File: config.mk
export PLATFORM = sky130hd
export DESIGN_NAME = updown_button_counter
export DESIGN_NICKNAME = d
export VERILOG_FILES = /design/src/rtl/ubc_pkg.sv /design/src/rtl/ubc_btn_sync.sv /design/src/rtl/ubc_step_div.sv /design/src/rtl/ubc_mode_fsm.sv /design/src/rtl/ubc_count_reg.sv /design/src/rtl/updown_button_counter.sv
export SDC_FILE = /design/constraint.sdc
export NUM_CORES = 1
export LEC_CHECK = 0
export BUFFER_PORTS_ARGS = -buffer_cell sky130_fd_sc_hd__clkbuf_2
export CELL_PAD_IN_SITES_DETAIL_PLACEMENT = 0
export CELL_PAD_IN_SITES_GLOBAL_PLACEMENT = 1
export CORE_MARGIN = 2
export CORE_UTILIZATION = 46
export CTS_CLUSTER_SIZE = 20
export DETAILED_ROUTE_END_ITERATION = 6
export GPL_TIMING_DRIVEN = 0
export PLACE_DENSITY = 0.85
export SETUP_SLACK_MARGIN = 0.5
export SKIP_CTS_REPAIR_TIMING = 1
export SYNTH_ARGS = -nofsm -noshare
export SYNTH_HDL_FRONTEND = slang
export SYNTH_SLANG_ARGS = --single-unit
File: constraint.sdc
create_clock -name clk -period 3.3 [get_ports clk]
set_input_delay 0.33 -clock clk [delete_from_list [all_inputs] [get_ports clk]]
set_output_delay 0.33 -clock clk [all_outputs]
set_load 0.03 [all_outputs]
File: src/rtl/ubc_pkg.sv
// Package: shared types and constants of the button counter.
// Assumes: bit positions of the button vector are fixed by BTN_* below.
package ubc_pkg;

    typedef enum logic [1:0] {
        MODE_IDLE = 2'd0,
        MODE_UP   = 2'd1,
        MODE_DOWN = 2'd2,
        MODE_HOLD = 2'd3
    } ubc_mode_e;

    localparam int NUM_BTN = 3;
    localparam int BTN_UP  = 0;
    localparam int BTN_DN  = 1;
    localparam int BTN_PS  = 2;

endpackage

File: src/rtl/ubc_btn_sync.sv
// Module: brings WIDTH asynchronous button levels into the clock domain
// through two flops each, and emits a one-cycle pulse on each rising edge.
// Assumes: inputs are held high for at least two clock cycles per press.
module ubc_btn_sync #(
    parameter int WIDTH = 3
) (
    input  logic             clk,
    input  logic             rst_n,
    input  logic [WIDTH-1:0] raw,
    output logic [WIDTH-1:0] rise
);

    genvar gi;
    generate
        for (gi = 0; gi < WIDTH; gi++) begin : g_btn
            logic meta_q;
            logic sync_q;
            logic last_q;

            // Two-flop synchroniser followed by a history flop for edge detection.
            always_ff @(posedge clk) begin
                if (!rst_n) begin
                    meta_q <= 1'b0;
                    sync_q <= 1'b0;
                    last_q <= 1'b0;
                end else begin
                    meta_q <= raw[gi];
                    sync_q <= meta_q;
                    last_q <= sync_q;
                end
            end

            assign rise[gi] = sync_q & ~last_q;

            AST_EDGE_ONE_CYCLE: assert property (@(posedge clk) disable iff (!rst_n)
                rise[gi] |=> !rise[gi]);
        end
    endgenerate

endmodule

File: src/rtl/ubc_step_div.sv
// Module: two cascaded counters divide the clock. A tick level toggles on each
// wrap of the second counter, and step pulses for one cycle when the tick rises.
// Assumes: DIV_LO and DIV_HI are at least 1.
module ubc_step_div #(
    parameter int DIV_LO = 5000,
    parameter int DIV_HI = 5000
) (
    input  logic clk,
    input  logic rst_n,
    output logic step
);

    localparam int LO_W = (DIV_LO > 1) ? $clog2(DIV_LO) : 1;
    localparam int HI_W = (DIV_HI > 1) ? $clog2(DIV_HI) : 1;
    localparam logic [LO_W-1:0] LO_LAST = LO_W'(DIV_LO - 1);
    localparam logic [HI_W-1:0] HI_LAST = HI_W'(DIV_HI - 1);

    logic [LO_W-1:0] lo_q;
    logic [HI_W-1:0] hi_q;
    logic            tick_q;
    logic            lo_wrap;
    logic            hi_wrap;

    assign lo_wrap = (lo_q == LO_LAST);
    assign hi_wrap = lo_wrap && (hi_q == HI_LAST);

    // First stage: free-running counter of period DIV_LO.
    always_ff @(posedge clk) begin
        if (!rst_n)       lo_q <= '0;
        else if (lo_wrap) lo_q <= '0;
        else              lo_q <= lo_q + 1'b1;
    end

    // Second stage: advances once per first-stage wrap, period DIV_HI.
    always_ff @(posedge clk) begin
        if (!rst_n)       hi_q <= '0;
        else if (hi_wrap) hi_q <= '0;
        else if (lo_wrap) hi_q <= hi_q + 1'b1;
    end

    // Tick level: toggles on every second-stage wrap.
    always_ff @(posedge clk) begin
        if (!rst_n)       tick_q <= 1'b0;
        else if (hi_wrap) tick_q <= ~tick_q;
    end

    assign step = hi_wrap && !tick_q;

    AST_STEP_NOT_BACK_TO_BACK: assert property (@(posedge clk) disable iff (!rst_n)
        step |=> !step);

endmodule

File: src/rtl/ubc_mode_fsm.sv
// Module: keeps the counting mode, updated from captured button edges.
// Priority among same-cycle presses: up, then down, then pause.
// Assumes: press inputs are single-cycle pulses.
module ubc_mode_fsm
    import ubc_pkg::*;
(
    input  logic               clk,
    input  logic               rst_n,
    input  logic [NUM_BTN-1:0] press,
    output ubc_mode_e          mode
);

    ubc_mode_e mode_q;
    ubc_mode_e mode_d;

    // Next-mode selection with fixed press priority.
    always_comb begin
        mode_d = mode_q;
        if (press[BTN_UP]) begin
            mode_d = MODE_UP;
        end else if (press[BTN_DN]) begin
            mode_d = MODE_DOWN;
        end else if (press[BTN_PS]) begin
            if (mode_q == MODE_UP || mode_q == MODE_DOWN) mode_d = MODE_HOLD;
        end
    end

    // Mode register, returned to idle by reset.
    always_ff @(posedge clk) begin
        if (!rst_n) mode_q <= MODE_IDLE;
        else        mode_q <= mode_d;
    end

    assign mode = mode_q;

    AST_RESET_TO_IDLE: assert property (@(posedge clk)
        !rst_n |=> mode_q == MODE_IDLE);
    AST_IDLE_NEVER_HOLD: assert property (@(posedge clk) disable iff (!rst_n)
        mode_q == MODE_IDLE |=> mode_q != MODE_HOLD);
    AST_UP_WINS: assert property (@(posedge clk) disable iff (!rst_n)
        press[BTN_UP] |=> mode_q == MODE_UP);
    AST_DOWN_OVER_PAUSE: assert property (@(posedge clk) disable iff (!rst_n)
        (press[BTN_DN] && !press[BTN_UP]) |=> mode_q == MODE_DOWN);

endmodule

File: src/rtl/ubc_count_reg.sv
// Module: the count register; moves by one per step in the current direction
// and wraps modulo 2**CNT_W.
// Assumes: step is a single-cycle pulse.
module ubc_count_reg
    import ubc_pkg::*;
#(
    parameter int CNT_W = 8
) (
    input  logic             clk,
    input  logic             rst_n,
    input  logic             step,
    input  ubc_mode_e        mode,
    output logic [CNT_W-1:0] count
);

    logic [CNT_W-1:0] cnt_q;

    // Count update: one step up or down, or hold.
    always_ff @(posedge clk) begin
        if (!rst_n) begin
            cnt_q <= '0;
        end else if (step) begin
            case (mode)
                MODE_UP:   cnt_q <= cnt_q + 1'b1;
                MODE_DOWN: cnt_q <= cnt_q - 1'b1;
                default:   cnt_q <= cnt_q;
            endcase
        end
    end

    assign count = cnt_q;

    AST_RESET_CLEARS: assert property (@(posedge clk)
        !rst_n |=> cnt_q == '0);
    AST_STILL_WHEN_NOT_COUNTING: assert property (@(posedge clk) disable iff (!rst_n)
        (mode == MODE_IDLE || mode == MODE_HOLD) |=> $stable(cnt_q));
    AST_NO_STEP_NO_CHANGE: assert property (@(posedge clk) disable iff (!rst_n)
        !step |=> $stable(cnt_q));
    AST_UP_BY_ONE: assert property (@(posedge clk) disable iff (!rst_n)
        (step && mode == MODE_UP) |=> cnt_q == CNT_W'($past(cnt_q) + 1'b1));
    AST_DOWN_BY_ONE: assert property (@(posedge clk) disable iff (!rst_n)
        (step && mode == MODE_DOWN) |=> cnt_q == CNT_W'($past(cnt_q) - 1'b1));

endmodule

File: src/rtl/updown_button_counter.sv
// Module: top of the button-driven up/down counter. It chains the button
// synchroniser, the mode machine, the step divider and the count register.
// Assumes: buttons are already debounced, or bounce is acceptable.
module updown_button_counter
    import ubc_pkg::*;
#(
    parameter int CNT_W  = 8,
    parameter int DIV_LO = 5000,
    parameter int DIV_HI = 5000
) (
    input  logic             clk,
    input  logic             rst_n,
    input  logic             btn_up,
    input  logic             btn_down,
    input  logic             btn_pause,
    output logic [CNT_W-1:0] count
);

    logic [NUM_BTN-1:0] raw_btn;
    logic [NUM_BTN-1:0] press;
    logic               step;
    ubc_mode_e          mode;

    // Pack the raw buttons into their fixed vector positions.
    always_comb begin
        raw_btn         = '0;
        raw_btn[BTN_UP] = btn_up;
        raw_btn[BTN_DN] = btn_down;
        raw_btn[BTN_PS] = btn_pause;
    end

    ubc_btn_sync #(.WIDTH(NUM_BTN)) i_sync (
        .clk   (clk),
        .rst_n (rst_n),
        .raw   (raw_btn),
        .rise  (press)
    );

    ubc_mode_fsm i_fsm (
        .clk   (clk),
        .rst_n (rst_n),
        .press (press),
        .mode  (mode)
    );

    ubc_step_div #(.DIV_LO(DIV_LO), .DIV_HI(DIV_HI)) i_div (
        .clk   (clk),
        .rst_n (rst_n),
        .step  (step)
    );

    ubc_count_reg #(.CNT_W(CNT_W)) i_cnt (
        .clk   (clk),
        .rst_n (rst_n),
        .step  (step),
        .mode  (mode),
        .count (count)
    );

endmodule

# Word level (Yosys, flattened, before mapping)
# Cells that the tools add are included.
[classes]
addsub = 4
n_eq_ne = 4
bitwise_logic = 8
n_mux = 5
reduce_logical = 15
[op_table]
columns = ["op", "n"]
rows = [
  ["adder 13 x 1 -> 13 bit, second input constant", 2],
  ["== test 13 bit, second input constant", 2],
  ["one-hot mux 8 bit (2 select lines)", 1],
  ["adder 8 x 1 -> 8 bit, second input constant", 1],
  ["subtractor 8 x 1 -> 8 bit, second input constant", 1],
  ["two-way mux 2 bit", 3],
  ["AND reduction 2 bit", 3],
  ["nonzero test 2 bit", 3],
  ["nonzero test 3 bit", 2],
  ["OR reduction 2 bit", 3],
  ["NOT 1 bit", 5],
  ["AND 1 bit", 3],
  ["== test 2 x 1 -> 1 bit, second input constant", 1],
  ["== test 2 bit, second input constant", 1],
  ["logical AND 1 bit", 2],
  ["zero test 1 bit", 1],
  ["logical OR 1 bit", 1],
  ["two-way mux 1 bit", 1],
]
[word_totals]
regBits = 46
word_cells = 51
in_bits = 5
output_inout_bits = 8

# Depth between registers and ports, before layout
# Gate-level depths: netlist of run 1.
[logic_depth]
word_depth = 6
depth_mapped = 11
mapped_depth_nobuf = 9

# Cells and area by module
# Synthesis of run 1 repeated with hierarchy kept, for this count alone.
[unflattened]
cells_unflattened = 256
hier_area_um2 = 2297.2
[modules_own_cells]
columns = ["module", "cells_each", "area_each_um2", "seq_area_each_um2", "instances"]
rows = [
  ["ubc_step_div", 142, 1242.4, 540.5, 1],
  ["ubc_count_reg", 86, 723.2, 160.2, 1],
  ["ubc_btn_sync", 21, 255.2, 180.2, 1],
  ["ubc_mode_fsm", 7, 76.3, 40.0, 1],
]

# Least setup slack after synthesis of run 1
# No wires, ideal clock.
[synth_timing]
path_kind = "reg2reg"
startpoint = "register i_fsm.mode_q[0], in the netlist i_fsm.mode[0]"
endpoint = "register i_cnt.cnt_q[4], in the netlist i_cnt.count[4]"
n_path_buf = 2
path_stages_with_launch = 12
period_less_slack_ns = 2.440
arrival_ns = 2.369
required_time_ns = 3.229
setup_time_ns = 0.071
slack_ns = 0.860
path_cell_list = "dfxtp_1 inv_1 ha_1 clkbuf_1 buf_4 xor2_1 ha_1 nor4_1 or4_1 xor2_1 or3_1 a21oi_1"
[synth_via]
elab_chain_cells = 3
elab_cells_between_ends = 5
classes_between = "2 x eq/ne; 1 x mux; 2 x reduce/logical"
[synth_rtl]
columns = ["element", "line", "text"]
rows = [
  ["from (decl)", "ubc_mode_fsm.sv:13", "ubc_mode_e mode_q;"],
  ["from (signal assigned)", "ubc_mode_fsm.sv:31", "else mode_q <= mode_d;"],
  ["== test 2 x 1 -> 1 bit or == test 2 bit (tied branches)", "ubc_count_reg.sv:23", "case (mode)"],
  ["nonzero test 2 bit (no line)", "--", ""],
  ["AND reduction 2 bit (no line)", "--", ""],
  ["to (signal assigned)", "ubc_count_reg.sv:24", "MODE_UP: cnt_q <= cnt_q + 1'b1;"],
  ["to (signal assigned)", "ubc_count_reg.sv:25", "MODE_DOWN: cnt_q <= cnt_q - 1'b1;"],
  ["to (signal assigned)", "ubc_count_reg.sv:26", "default: cnt_q <= cnt_q;"],
  ["to (decl)", "ubc_count_reg.sv:16", "logic [CNT_W-1:0] cnt_q;"],
]
# Parallel ways exist; a longest one is shown, timed or not.
# A chain may end at the register's enable or synchronous reset.

# Worst setup path after layout of run 1
# Ends and elaborated chain as after synthesis.

==> flow_metrics.py, run 1 <==
metrics = {
    "timing": {
        "slew_violations": 0,
        "fin_tns_setup_ps": 0,
        "slew-limit-headroom_pct": 60.53,
        "period_needed_ps": 2609,
        "finalHoldViolCount": 0,
        "fin_ws_ps": 690.7,
        "fin_skew_ps": 3.551,
        "worst_pin_slew_ps": 588.5,
        "max_freq_ghz": 0.3832,
        "rsz0062_at_grt": "false",
        "min_period_over_period_pct": 79.07,
        "finalSetupViolCount": 0,
    },
    "place": {
        "place_ws_ps": 566.9,
        "port_buffers": 11,
        "dp_cells": 330,
        "dp_hpwl_mm": 2.946,
        "gp_congestion": 0.7836,
    },
    "critical_path": {
        "cpLargestDelayFamily": "simple AND/OR/NAND/NOR gates",
        "criticalPathCategory": "flip-flop to flip-flop",
        "cp-start-kind": "flip-flop",
        "cpPeakStageDelay_ps": 540,
        "worst_setup_path_end_kind": "flip-flop",
        "worst-path-max-fanout": 10,
        "slowest_stage": "or4_1",
        "cp_data_required_time_ps": 3540,
        "crit_chain": "inv_1, ha_1, clkbuf_2, buf_4, xor2_1, ha_1, nor4_1, or4_1, xor2_1, or3_1, a21oi_1",
        "cp_data_arrival_time_ps": 2850,
        "crit_buf_inv": 3,
    },
    "synthesis": {
        "synth_edf_count": 0,
        "ys_seq_area_share_pct": 40.98,
        "synth.most_common_cell": "dfxtp_1",
        "syn-cell-area_um2": 2247,
        "yosys_warnings": 0,
        "yosysTopAreaCell": "dfxtp_1",
        "synth_top_area_share_pct": 40.98,
        "syn_nets": 262,
        "avgSynthCellArea_um2": 8.917,
        "ys_types": 54,
        "ys.flop_type": "dfxtp_1",
        "ys_seq_elements": 46,
        "netlist_top_cells_count": "dfxtp_1, nor2_1, xor2_1, nand2_1, xnor2_1",
        "synthArstFlopShare_pct": 0,
        "synthCells": 252,
        "ys_top_cells_by_area": "dfxtp_1, xor2_1, nor2_1, xnor2_1, and2_1",
    },
    "route": {
        "routedWlPerCell_um": 12.37,
        "drt_wl_total_mm": 4.182,
        "drt_first_pass_iters": 4,
        "vias": 1774,
        "via_per_inst": 5.249,
        "route.detailed.drc": 0,
        "drt_iter0_markers": 95,
        "detail-route-antenna-nets": 0,
    },
    "die": {
        "fp.dieH_um": 73.90,
        "dieWidth_um": 73.90,
        "fp.coreArea_um2": 4723,
        "row_count": 25,
        "dieArea_um2": 5460,
        "ios": 13,
        "start_util_pct": 47.58,
    },
    "flow_run": {
        "drv_cap": 0,
    },
    "global_route": {
        "grt-busiest-layer": "met2",
        "gr-total-overflow": 0,
        "grt_pass1_vias": 1656,
        "grt_util_met1_pct": 23.46,
        "antenna_found_initial": 0,
        "grt_pass1_wl_mm": 7.424,
        "grtUsageMet2_pct": 26.98,
        "met3_usage_pct": 3.292,
        "grt_usage_pct": 17.52,
        "grt_max_degree": 16,
    },
    "layout": {
        "syn_to_final_growth_pct": 10.25,
        "nets": 280,
        "drive_gt1_share_pct": 11.07,
        "fin_cells": 338,
        "multi_input_area_um2": 1264,
        "seqCellArea_um2": 920.9,
        "antenna_cells": 0,
        "num-fill-cells": 443,
    },
    "clocking": {
        "clkTransAtPathRegs_ps": 90,
        "clk_latency_ps": 310,
        "tritoncts": "done",
        "cts_max_level": 2,
        "clock_sinks": 46,
        "clock_path_buffers": 2,
        "cts_made_buffers": 5,
        "cts_root_buffer": "clkbuf_8",
    },
    "status": {
        "outcome": "finished, final reports clean",
    },
    "power_and_ir_drop": {
        "ir_drop_mv": 0.2506,
        "p_per_area_nw_per_um2": 396.5,
        "p_leak_nw": 0.9318,
    },
    "worst_hold_path": {
        "min_path_type": "primary input to flip-flop",
    },
}
[state kept, by name, indices dropped and copies added, names as in the netlist]
name                 count
i_div.tick_q             1
i_div.hi_q              13
i_sync.g_btn.last_q      3
i_div.lo_q              13
i_sync.g_btn.sync_q      3
i_fsm.mode               2
i_cnt.count              8
i_sync.g_btn.meta_q      3
[routing by layer]
metal	wire, µm	vias up
li1	-	930
met1	2146	818
met2	1831	19
met3	114	7
met4	89	0
met5	0	-
[final timing paths]
path / cells after the start / startpoint / to / slack (ps)
hold reg to reg: 1 / i_sync.g_btn[0].meta_q / i_sync.g_btn[0].sync_q / 440
setup reg to reg: 11 / i_fsm.mode[0] / i_cnt.count[4] / 690
setup / recovery: 11 / i_fsm.mode[0] / i_cnt.count[4] / 690
hold / removal: 2 / btn_up / i_sync.g_btn[0].meta_q / 230
[report_power, final]
group | switching [mW] | internal, mW | total [mW]
Sequential | 0.00701 | 0.566 | 0.573
Clock | 0.202 | 0.149 | 0.351
Combinational | 0.0342 | 0.0243 | 0.0586
Total | 0.243 | 0.739 | 0.982
[cells by family after synthesis]
group	count (synthesis)	synth area share [%]
compound gates	28	8.687
xor+xnor	29	11.30
fa+ha+maj	5	2.784
buf+inv	14	2.784
flops	46	40.98
mux	3	1.336
simple gates	127	32.13
[through the flow]
step / util (%) / area [µm²] / power, mW / hold WS (ps)
CTS: 52.42 / 2476 / 0.9945 / 222.5
finish: 52.45 / 2477 / 0.9823 / 228.4
global placement: 50.52 / 2386 / 0.6433 / 414.2
global route: 52.45 / 2477 / 1.017 / 224.4
detailed placement: 50.52 / 2386 / 0.6449 / 425.9
floorplan: - / 2247 / 0.6296 / 411.9
[cell type report]
type / instances / share of cell area (%)
tap: 67 / 3.384
sequential: 46 / 37.17
inverter: 3 / 0.4545
clock inverter: 3 / 0.8586
timing repair buffer: 11 / 2.222
clock buffer: 5 / 2.778
multi-input combinational: 192 / 51.01
buffer: 11 / 2.121
[layout by cell type (no fill, tap or decap), drive strengths merged, types with 3 or more instances in the layout]
cell / n
buf: 4
nor2b: 3
nor3: 8
nor2: 37
xnor2: 12
and2: 11
and3: 5
mux2i: 3
ha: 5
or4b: 3
o21ai: 4
nand2: 12
or3: 8
clkbuf: 23
a21oi: 6
xor2: 17
dfxtp: 46
inv: 3
nand4: 10
nand3: 11
nand2b: 3
Power figures use the tool's default switching activity.
==> inputs of run 2 (changes only) <==
clock period = 2.7 ns   (was 3.3 ns; I/O delays follow)
==> flow_metrics.py, run 2 (synthesis results as in run 1) <==
metrics = {
    "layout": {
        "num-fill-cells": 452,
        "mostFrequentLayoutCells": "dfxtp_1, nor2_1, xor2_1, clkbuf_2",
        "antenna_cells": 0,
        "post-route-cell-area_um2": 2629,
        "nets": 288,
        "final_common_cell": "dfxtp_1",
        "syn_to_final_growth_pct": 16.98,
        "drive_gt1_share_pct": 19.71,
    },
    "critical_path": {
        "timing.rr.end": "i_cnt.count[4]",
        "reg2reg_from": "i_fsm.mode[0]",
        "cp_data_arrival_time_ps": 2650,
        "worst_setup_path_end_kind": "flip-flop",
        "cp-start-kind": "flip-flop",
        "r2r_slack_ps": 300,
        "criticalPathCategory": "flip-flop to flip-flop",
        "worst-path-max-fanout": 6,
        "setup.worst_path.start": "i_fsm.mode[0]",
        "setup.worst_path.end": "i_cnt.count[4]",
        "reg2reg_depth": 11,
        "cp_data_required_time_ps": 2940,
    },
    "status": {
        "outcome": "finished, final reports clean",
    },
    "power_and_ir_drop": {
        "p_per_area_nw_per_um2": 496.7,
        "totalPowerFinal_mw": 1.306,
        "ir_drop_mv": 0.3454,
        "p_leak_nw": 0.9914,
    },
    "route": {
        "route.detailed.drc": 0,
        "vias": 1829,
        "via_per_inst": 5.286,
        "drt_wl_total_mm": 4.259,
        "detail-route-antenna-nets": 0,
        "drt_iter0_markers": 73,
        "routedWlPerCell_um": 12.31,
        "drt_first_pass_iters": 6,
    },
    "global_route": {
        "grt_usage_pct": 16.88,
        "gr-total-overflow": 0,
        "grt_pass1_wl_mm": 7.189,
        "antenna_found_initial": 0,
        "grt_max_degree": 16,
        "grt_pass1_vias": 1614,
    },
    "die": {
        "dieWidth_um": 73.90,
        "ios": 13,
        "dieArea_um2": 5460,
        "row_count": 25,
        "start_util_pct": 47.58,
        "fp.dieH_um": 73.90,
        "fp.coreArea_um2": 4723,
    },
    "timing": {
        "period_needed_ps": 2403,
        "fin_tns_setup_ps": 0,
        "slew_violations": 0,
        "fin_ws_ps": 297.2,
        "rsz0062_at_grt": "true",
        "min_period_over_period_pct": 88.99,
        "worst_pin_slew_ps": 555.5,
        "max_freq_ghz": 0.4162,
        "slew-limit-headroom_pct": 62.96,
        "fin_skew_ps": 15.15,
        "finalSetupViolCount": 0,
        "finalHoldViolCount": 0,
    },
    "clocking": {
        "clock_path_buffers": 2,
        "cts_max_level": 2,
        "cts_root_buffer": "clkbuf_8",
        "clk_latency_ps": 310,
        "tritoncts": "done",
        "clkTransAtPathRegs_ps": 100,
        "clock_sinks": 46,
        "cts_made_buffers": 5,
    },
    "place": {
        "gp_congestion": 0.8194,
        "port_buffers": 11,
        "dp_hpwl_mm": 2.890,
        "post_dp_cell_area_um2": 2406,
        "place_ws_ps": 156.5,
    },
    "worst_hold_path": {
        "min_path_type": "primary input to flip-flop",
    },
    "flow_run": {
        "drv_cap": 0,
    },
}
run 2: metrics by stage:
stage	hold WS, ps	std cells	utilization, %
2_1_floorplan	397.3	252	-
3_3_place_gp	413.6	330	50.94
3_5_place_dp	421.1	330	50.94
4_1_cts	162.2	338	53.35
5_1_grt	168.8	346	55.66
6_report	169.6	346	55.66
run 2: where the power goes:
group	internal (mW)	switching, mW
combinational	0.0400	0.0446
clock	0.275	0.245
sequential	0.692	0.00856
total	1.01	0.299
run 2: final cells by class:
type | count | area, µm² | area share [%]
Buffer | 11 | 77.57 | 2.951
Sequential cell | 46 | 925.9 | 35.22
Multi-Input combinational cell | 192 | 1301 | 49.50
Inverter | 3 | 11.26 | 0.4284
Clock buffer | 5 | 68.82 | 2.618
Timing Repair Buffer | 19 | 115.1 | 4.379
Clock inverter | 3 | 45.04 | 1.713
Tap cell | 67 | 83.83 | 3.189
run 2: critical path, stage by stage, from the launching register on:
cell     delay [ps]
dfxtp_2         340
inv_2            40
ha_2            160
buf_8           130
buf_12          130
xor2_2          120
ha_2            240
nor4_2           50
or4_4           510
xor2_1          160
or3_1           340
a21oi_1         130
run 2: worst min-delay path by stage:
stage / start / endpoint / slack (ps) / cells after the start
2_1_floorplan: btn_up / i_sync.g_btn[0].meta_q / 400 / 1
3_3_place_gp: i_sync.g_btn[2].meta_q / i_sync.g_btn[2].sync_q / 410 / 1
3_5_place_dp: i_sync.g_btn[0].meta_q / i_sync.g_btn[0].sync_q / 420 / 1
4_1_cts: btn_up / i_sync.g_btn[0].meta_q / 160 / 2
5_1_grt: btn_pause / i_sync.g_btn[2].meta_q / 170 / 2
6_report: btn_up / i_sync.g_btn[0].meta_q / 170 / 2
run 2: metal layers:
| layer | wire, µm | vias up | part of all wire, % | GRT usage (%) |
|---|---|---|---|---|
| met5 | 0 | - | 0 | 0 |
| met4 | 53 | 0 | 1.2 | 4.848 |
| met3 | 102 | 6 | 2.4 | 4.115 |
| met2 | 1918 | 21 | 45 | 27.68 |
| met1 | 2185 | 858 | 51 | 21.99 |
| li1 | - | 944 | - | - |
